File: config.mk
export PLATFORM = sky130hd
export DESIGN_NAME = signed_array_mult
export DESIGN_NICKNAME = d
export VERILOG_FILES = /design/src/rtl/smul_pkg.sv /design/src/rtl/smul_sign_decode.sv /design/src/rtl/smul_complementer.sv /design/src/rtl/smul_full_adder.sv /design/src/rtl/smul_array_core.sv /design/src/rtl/signed_array_mult.sv
export SDC_FILE = /design/constraint.sdc
export NUM_CORES = 1
export LEC_CHECK = 0
export BUFFER_PORTS_ARGS = -buffer_cell sky130_fd_sc_hd__buf_2
export CORE_UTILIZATION = 40
export DETAILED_ROUTE_END_ITERATION = 10
export GPL_TIMING_DRIVEN = 0
export PLACE_DENSITY = 0.65
export REMOVE_ABC_BUFFERS = 1
export SYNTH_ARGS = -nofsm -noshare
export SYNTH_HDL_FRONTEND = slang
export SYNTH_SLANG_ARGS = --single-unit
File: constraint.sdc
create_clock -name vclk -period 6.89
set_input_delay 1.378 -clock vclk [all_inputs]
set_output_delay 1.378 -clock vclk [all_outputs]
set_load 0.01 [all_outputs]
File: src/rtl/smul_pkg.sv
package smul_pkg;

    localparam int DEF_MAG_BITS = 4;

    typedef enum logic [1:0] {
        OC_ZERO  = 2'b00,
        OC_POS   = 2'b01,
        OC_NEG   = 2'b10,
        OC_LIMIT = 2'b11
    } operand_class_e;

endpackage

File: src/rtl/smul_sign_decode.sv
module smul_sign_decode #(
    parameter int MAG_BITS = smul_pkg::DEF_MAG_BITS
) (
    input  logic [MAG_BITS:0]        opnd,
    output smul_pkg::operand_class_e cls
);
    import smul_pkg::*;

    logic value_zero;

    assign value_zero = (opnd[MAG_BITS-1:0] == '0);

    always_comb begin
        unique case ({opnd[MAG_BITS], value_zero})
            2'b01:   cls = OC_ZERO;
            2'b00:   cls = OC_POS;
            2'b10:   cls = OC_NEG;
            2'b11:   cls = OC_LIMIT;
            default: cls = OC_ZERO;
        endcase
    end

endmodule

File: src/rtl/smul_complementer.sv
module smul_complementer #(
    parameter int WIDTH = smul_pkg::DEF_MAG_BITS + 1
) (
    input  logic [WIDTH-1:0] din,
    input  logic             en,
    output logic [WIDTH-1:0] dout
);
    // found_one[i] is set once a 1 has appeared in some bit below i
    logic [WIDTH-1:0] found_one;

    assign found_one[0] = 1'b0;

    genvar i;
    generate
        for (i = 1; i < WIDTH; i++) begin : g_scan
            assign found_one[i] = found_one[i-1] | din[i-1];
        end
        for (i = 0; i < WIDTH; i++) begin : g_flip
            assign dout[i] = din[i] ^ (en & found_one[i]);
        end
    endgenerate

    always_comb begin
        if (en) begin
            AST_CPL_NEGATES: assert (WIDTH'(dout + din) == '0);
        end
        if (!en) begin
            AST_CPL_PASSES: assert (dout == din);
        end
    end

endmodule

File: src/rtl/smul_full_adder.sv
module smul_full_adder (
    input  logic x,
    input  logic y,
    input  logic cin,
    output logic s,
    output logic cout
);
    assign s    = x ^ y ^ cin;
    assign cout = (x & y) | (x & cin) | (y & cin);
endmodule

File: src/rtl/smul_array_core.sv
module smul_array_core #(
    parameter int MAG_BITS = smul_pkg::DEF_MAG_BITS
) (
    input  logic [MAG_BITS-1:0]   mx,
    input  logic [MAG_BITS-1:0]   my,
    output logic [2*MAG_BITS-1:0] mp
);
    localparam int N = MAG_BITS;

    // pp[r][k] = mx[k] & my[r]
    logic [N-1:0] pp    [N];
    // running upper part after row r: N bits of sum plus the carry out
    logic [N:0]   hi    [N];
    logic [N:0]   carry [N];

    genvar r, k;
    generate
        for (r = 0; r < N; r++) begin : g_row
            for (k = 0; k < N; k++) begin : g_and
                assign pp[r][k] = mx[k] & my[r];
            end
            if (r == 0) begin : g_first
                assign hi[0]    = {1'b0, pp[0]};
                assign carry[0] = '0;
            end else begin : g_add
                assign carry[r][0] = 1'b0;
                for (k = 0; k < N; k++) begin : g_fa
                    smul_full_adder u_fa (
                        .x    (pp[r][k]),
                        .y    (hi[r-1][k+1]),
                        .cin  (carry[r][k]),
                        .s    (hi[r][k]),
                        .cout (carry[r][k+1])
                    );
                end
                assign hi[r][N] = carry[r][N];
            end
            assign mp[r] = hi[r][0];
        end
    endgenerate

    assign mp[2*N-1:N] = hi[N-1][N:1];

    always_comb begin
        if (mx == '0 || my == '0) begin
            AST_CORE_ZERO: assert (mp == '0);
        end
        AST_CORE_LSB: assert (mp[0] == (mx[0] & my[0]));
    end

endmodule

File: src/rtl/signed_array_mult.sv
module signed_array_mult #(
    parameter int MAG_BITS = smul_pkg::DEF_MAG_BITS
) (
    input  logic [MAG_BITS:0]     op_a,
    input  logic [MAG_BITS:0]     op_b,
    output logic [2*MAG_BITS-1:0] product,
    output logic                  prod_sign,
    output logic                  range_err
);
    import smul_pkg::*;

    localparam int OPW = MAG_BITS + 1;
    localparam int PW  = 2 * MAG_BITS;

    operand_class_e   cls_a, cls_b;
    logic [OPW-1:0]   abs_a, abs_b;
    logic [PW-1:0]    mag_prod;
    logic             signs_differ;
    logic             mag_zero;

    smul_sign_decode #(.MAG_BITS(MAG_BITS)) u_cls_a (.opnd(op_a), .cls(cls_a));
    smul_sign_decode #(.MAG_BITS(MAG_BITS)) u_cls_b (.opnd(op_b), .cls(cls_b));

    smul_complementer #(.WIDTH(OPW)) u_cpl_a (
        .din (op_a), .en (op_a[MAG_BITS]), .dout (abs_a)
    );
    smul_complementer #(.WIDTH(OPW)) u_cpl_b (
        .din (op_b), .en (op_b[MAG_BITS]), .dout (abs_b)
    );

    smul_array_core #(.MAG_BITS(MAG_BITS)) u_core (
        .mx (abs_a[MAG_BITS-1:0]),
        .my (abs_b[MAG_BITS-1:0]),
        .mp (mag_prod)
    );

    assign signs_differ = op_a[MAG_BITS] ^ op_b[MAG_BITS];
    assign mag_zero     = (mag_prod == '0);

    smul_complementer #(.WIDTH(PW)) u_cpl_out (
        .din (mag_prod), .en (signs_differ), .dout (product)
    );

    assign prod_sign = signs_differ & ~mag_zero;
    assign range_err = (cls_a == OC_LIMIT) || (cls_b == OC_LIMIT);

    always_comb begin
        if (!range_err) begin
            AST_MAG_POSITIVE: assert (!abs_a[MAG_BITS] && !abs_b[MAG_BITS]);
        end
        if (product == '0) begin
            AST_ZERO_SIGN: assert (!prod_sign);
        end
        if (!range_err && product != '0) begin
            AST_SIGN_XOR: assert (prod_sign == (op_a[MAG_BITS] ^ op_b[MAG_BITS]));
        end
        if (op_a[MAG_BITS] && op_a[MAG_BITS-1:0] == '0) begin
            AST_RANGE_FLAG: assert (range_err);
        end
    end

endmodule

==> run_results.csv, run 1 <==
group,metric,value,unit
outcome,status,"finished, final reports clean",
timing,slew_headroom,0.551,
global_route,antenna_found_initial,0,
global_route,grt_overflow,0,
cells_and_area,design.seq.count,0,
floorplanning,fp.dieH,41.7,um
timing,max_slew.worst_pin.slew,0.668,ns
floorplanning,fp.coreArea,0.00138,mm2
yosys,syn_avg_cell_area,8.19,um2
setup_path,cp.required,5.51,ns
worst_hold_path,worstHoldPathType,"input pin to output pin",
global_route,grt_start_max_net_pins,11,
timing,setup_viol,0,
placement,place_congestion,0.745,
power_and_ir_drop,p_leak,0.432,nW
cells_and_area,clock_buffers,0,
yosys,synthCells,77,
setup_path,worstSetupStartpointType,"input pin",
timing,fin_crit_sh,0.981,
cells_and_area,fin_nets,127,
drt,drc,0,
setup_path,crit_path_end_kind,"output pin",
cells_and_area,area_delta_synth_final,52.0,%
power_and_ir_drop,p_per_area,183,mW/mm2
floorplanning,ios,20,
setup_path,critPathKind,"input pin to output pin",
timing,setup_tns,0,ns
timing,min_period,6.76,ns
cells_and_area,antenna_cells,0,
drt,wl_per_cell,11.6,um
placement,hpwlAfterDp,976,um
setup_path,crit_chain,"buf_12 -> nand2_8 -> xnor2_4 -> and2_4 -> ha_4 -> inv_2 -> fa_2 -> fa_1 -> inv_2 -> fa_2 -> inv_2 -> fa_1 -> fa_2 -> fa_2 -> inv_2 -> fa_1 -> inv_2 -> a41oi_2 -> xor2_1 -> buf_2",
floorplanning,dieArea,0.00174,mm2
yosys,synth_area_leader_cell,"fa_1",
cells_and_area,drive_above_1_share,0.495,
floorplanning,rows,13,
yosys,yosys.area.top_type_share,0.254,
global_route,grt_pass1_vias,580,
cells_and_area,regArea,0,um2
job,maxCapViolCount,0,
setup_path,max_stage_delay,0.50,ns
power_and_ir_drop,p_total,175,uW
power_and_ir_drop,vdd_ir_drop_max,0.0678,mV
global_route,gr-usage-all-layers,0.162,
yosys,yosysWarnings,0,
drt,postRouteAntennaNets,0,
setup_path,arrival,5.38,ns
floorplanning,die_width,41.7,um
clock_tree,holdBufCountCts,0,
drt,wirelength,1370,um
drt,drt_iter0_markers,2,
drt,route.vias.total,605,
setup_path,crit_path_top_delay_cell,"fa_1",
drt,via_per_inst,5.13,
setup_path,path_buf_inv,7,
drt,dr.pass1.iters,4,
timing,slew_violations,0,
timing,finalHoldViolations,0,
floorplanning,initial_core_util,0.456,
yosys,synth_seq_area_share,0,
yosys,synth.distinct_cells,22,
timing,max_freq,0.148,GHz
setup_path,cpLargestDelayFamily,"adder cells",
yosys,netlist_top_cells_area,"fa_1 25%, xnor2_1 14%, ha_1 7.9%",
timing,rsz0062_at_grt,"true",
placement,io_buffers,20,
global_route,grt_pass1_wl,2330,um
setup_path,crit_top_cell,"inv_2",
yosys,netlist_area,631,um2
setup_path,critPathMaxFanout,3,
repair_timing:
action | in CTS | in global routing
endpoints found under the setup margin | 3 | 3
gates resized for setup | 26 | 18
pin swaps | 14 | 15
endpoints found under the hold margin | 0 | 0
buffers inserted | 5 | 3
stage by stage:
step | hold slack [ns] | util | setup slack, ns | area, um2 | std cells
3_5_place_dp | 3.06 | 0.529 | -0.457 | 731 | 110
3_3_place_gp | 3.06 | 0.529 | -0.441 | 731 | 110
5_1_grt | 3.07 | 0.693 | -0.0435 | 958 | 118
2_1_floorplan | 2.85 | - | 0.0775 | 612 | 75
4_1_cts | 3.06 | 0.615 | 0.00342 | 851 | 115
6_report | 3.04 | 0.693 | 0.128 | 958 | 118
where the power goes:
group / switching [mW] / total (mW) / internal, mW
combinational: 0.0899 / 0.175 / 0.0856
sequential: 0 / 0 / 0
clock: 0 / 0 / 0
total: 0.0899 / 0.175 / 0.0856
per-layer routing:
metal,up-vias,wire (um),GRT usage,part of all wire
met5,-,0,0,0
met4,0,0,0,0
met3,0,31,0.00435,0.023
met2,11,746,0.319,0.54
met1,292,591,0.204,0.43
li1,302,-,-,-
tightest hold or removal path, delay by kind of cell:
kind	cells	cell delay (ns)
AO/OA/AOI/OAI	1	0.06
buffers and inverters	2	0.22
Yosys cell counts:
library cell and number:
and2_1 2, a41oi_1 2, buf_4 1, o31ai_1 2, nor2b_1 4, o21ai_0 2, xnor2_1 10, a2111oi_4 1
nor3_1 1, fa_1 8, ha_1 4, a31oi_1 1, xor2_1 4, nand2_1 8, o41ai_1 1, nand2b_1 2
and2_2 4, buf_6 1, nand3b_1 1, a21oi_1 3, nor2_1 3, inv_1 12
worst paths after layout:
check                 startpoint    endpoint  cells past startpoint
worst max-delay path     op_a[0]  product[7]                     20
worst min-delay path     op_b[1]   range_err                      3
cells by family (layout without fill, tap and decap cells):
logic type,count (synthesis),after routing,share of synthesized area
simple gates,25,25,0.212
buf+inv,14,40,0.101
xor+xnor,14,14,0.194
compound gates,12,12,0.159
fa+ha+maj,12,12,0.333
final cells by class:
class              count  area, um2
repair buffers        28        223
fillers              105        424
multi-input cells     63        672
well taps             15       18.8
inverters             12       45.0
placed cells by master (no fill, tap or decap), types with 2 or more instances in the layout:
master,n
a21oi_1,3
and2_2,3
and2_4,2
buf_12,2
buf_2,14
buf_4,8
buf_6,2
buf_8,2
fa_1,4
fa_2,4
ha_1,3
inv_1,7
inv_2,5
nand2_1,6
nand2b_1,2
nor2_1,3
nor2b_1,4
xnor2_1,8
xor2_1,3
No activity file was read; power rests on OpenSTA's default activity.
==> run 2, diff against run 1 <==
--- a/config.mk
+++ b/config.mk
@@ -9,8 +9,9 @@
 export CORE_UTILIZATION = 40
 export DETAILED_ROUTE_END_ITERATION = 10
 export GPL_TIMING_DRIVEN = 0
-export PLACE_DENSITY = 0.65
+export PLACE_DENSITY = 0.62
 export REMOVE_ABC_BUFFERS = 1
 export SYNTH_ARGS = -nofsm -noshare
 export SYNTH_HDL_FRONTEND = slang
+export SYNTH_HIERARCHICAL = 1
 export SYNTH_SLANG_ARGS = --single-unit
==> run 2 against run 1 <==
  * The flow now finishes with violations (setup timing)
  * Final cell count increased by 0.85%
  * Setup slack got worse by 0.29 ns
  * Via count decreased by 4.5%
  * Wire length increased by 5.3%
  * Non-clock buffer count decreased by 4
  * Die area increased by 18%
  * Area after synthesis increased by 19%
  * Flip-flop and latch count unchanged
  * First-iteration DRC count unchanged
  * Total power increased by 46%
==> run_results.csv, run 2 <==
group,metric,value,unit
outcome,status,"finished, violations left",
outcome,violations,"setup timing",
placement,hpwlAfterDp,1070,um
setup_path,critPathKind,"input pin to output pin",
timing,min_period,7.06,ns
placement,io_buffers,20,
yosys,yosysWarnings,6,
timing,slew_headroom,0.583,
drt,drt_iter0_markers,2,
cells_and_area,layout_common_cells,"15 x buf_2, 14 x and2_1, 11 x xnor2_1, 9 x fa_2, 5 x buf_4",
floorplanning,ios,20,
power_and_ir_drop,p_per_area,262,mW/mm2
floorplanning,rows,15,
drt,wl_met2,841,um
drt,wirelength,1440,um
setup_path,crit_path_end_kind,"output pin",
placement,placed_cell_area,808,um2
setup_path,critPathMaxFanout,4,
floorplanning,fp.dieH,45.3,um
floorplanning,initial_core_util,0.429,
timing,fin_crit_sh,1.02,
setup_path,crit_chain,"buf_12 -> nand2_8 -> xnor2_4 -> and2_4 -> fa_2 -> fa_2 -> fa_1 -> fa_2 -> fa_2 -> fa_2 -> fa_2 -> fa_2 -> o41ai_2 -> xnor2_1 -> buf_2",
timing,finalHoldViolations,0,
drt,route.met3.wl,23,um
setup_path,crit_path_top_delay_cell,"fa_2",
yosys,syn_avg_cell_area,9.59,um2
power_and_ir_drop,vdd_ir_drop_max,0.173,mV
placement,place_congestion,0.721,
cells_and_area,final_common_cell,"buf_2",
cells_and_area,design_area,978,um2
setup_path,cp.required,5.51,ns
global_route,grt_start_max_net_pins,9,
placement,dpl.cell_count,115,
cells_and_area,design.seq.count,0,
drt,route.vias.total,578,
cells_and_area,multi_input_area,764,um2
drt,met1_length,576,um
drt,postRouteAntennaNets,0,
global_route,antenna_found_initial,0,
floorplanning,fp.coreArea,0.00175,mm2
floorplanning,die_width,45.3,um
cells_and_area,clock_buffers,0,
timing,max_freq,0.142,GHz
drt,dr.pass1.iters,3,
cells_and_area,fillers,165,
yosys,netlist_area,748,um2
setup_path,startpoint,"op_b[0]",
setup_path,worstSetupStartpointType,"input pin",
cells_and_area,antenna_cells,0,
global_route,grt_overflow,0,
job,maxCapViolCount,0,
floorplanning,dieArea,0.00205,mm2
power_and_ir_drop,p_leak,0.396,nW
timing,max_slew.worst_pin.slew,0.624,ns
yosys,synthCells,78,
timing,worst_hold_slack,3.21,ns
clock_tree,holdBufCountCts,0,
cells_and_area,fin_nets,120,
cells_and_area,layout.cells.non_filler,119,
drt,routed.top_layer,"met3",
drt,wl_per_cell,12.1,um
setup_path,max_stage_delay,0.49,ns
cells_and_area,drive_above_1_share,0.489,
cells_and_area,regArea,0,um2
worst_hold_path,worstHoldStart,"op_a[4]",
worst_hold_path,worstHoldPathType,"input pin to output pin",
timing,rsz0062_at_grt,"true",
global_route,gr-usage-all-layers,0.166,
timing,setup_slack,-0.165,ns
drt,via_per_inst,4.86,
cells_and_area,area_delta_synth_final,30.8,%
timing,slew_violations,0,
global_route,grt_pass1_wl,2520,um
global_route,grt_pass1_vias,578,
drt,drc,0,
setup_path,crit_top_cell,"fa_2",
setup_path,arrival,5.68,ns
cells_and_area,final_core_util,0.561,
power_and_ir_drop,p_total,256,uW
timing,setup_viol,3,
[run 2: cell types whose count changed in the layout (fill, tap and decap cells not counted), sizes merged, moves of 4 or more]
cell,before,now
fa,8,12
nand2,8,4
buf,28,24
nor2b,4,0
conb,0,4
and2,6,16
inv,12,0
[run 2: power by group]
part           leakage [nW]  internal [mW]  switching, mW
registers                 0              0              0
logic                 0.396          0.130          0.126
clock network             0              0              0
[run 2: area by class of cell]
type,instances,area share
Multi-Input combinational cell,70,0.781
Timing Repair Buffer,24,0.187
Tap cell,25,0.0320
[run 2: timing repair]
item                       CTS  global route
setup buffers                4             0
setup endpoints to repair    4             3
resized for setup           32             4
hold endpoints to repair     0             0
pin swaps                   17             4
[run 2: per-stage QoR]
step | worst slack [ns] | setup TNS [ns]
detailed placement | -0.692 | -1.74
global route | -0.311 | -0.886
global placement | -0.619 | -1.49
CTS | -0.230 | -0.563
finish | -0.165 | -0.433
floorplan | -0.224 | -0.328
[run 2: final timing paths]
check	end	slack (ns)	cells past startpoint
max	product[7]	-0.17	15
min	range_err	3.21	4
[run 2: worst max-delay path, delay by kind of cell]
family	cells	cell delay, ns
AO/OA/AOI/OAI	1	0.24
XOR/XNOR	2	0.29
adder cells (fa/ha/maj)	8	3.33
buffers and inverters	2	0.23
AND/OR/NAND/NOR	2	0.19
[run 2: metal layers]
layer | GRT usage | vias to the layer above
met2 | 0.336 | 12
met4 | 0 | 0
li1 | - | 284
met5 | 0 | -
met1 | 0.206 | 282
met3 | 0 | 0
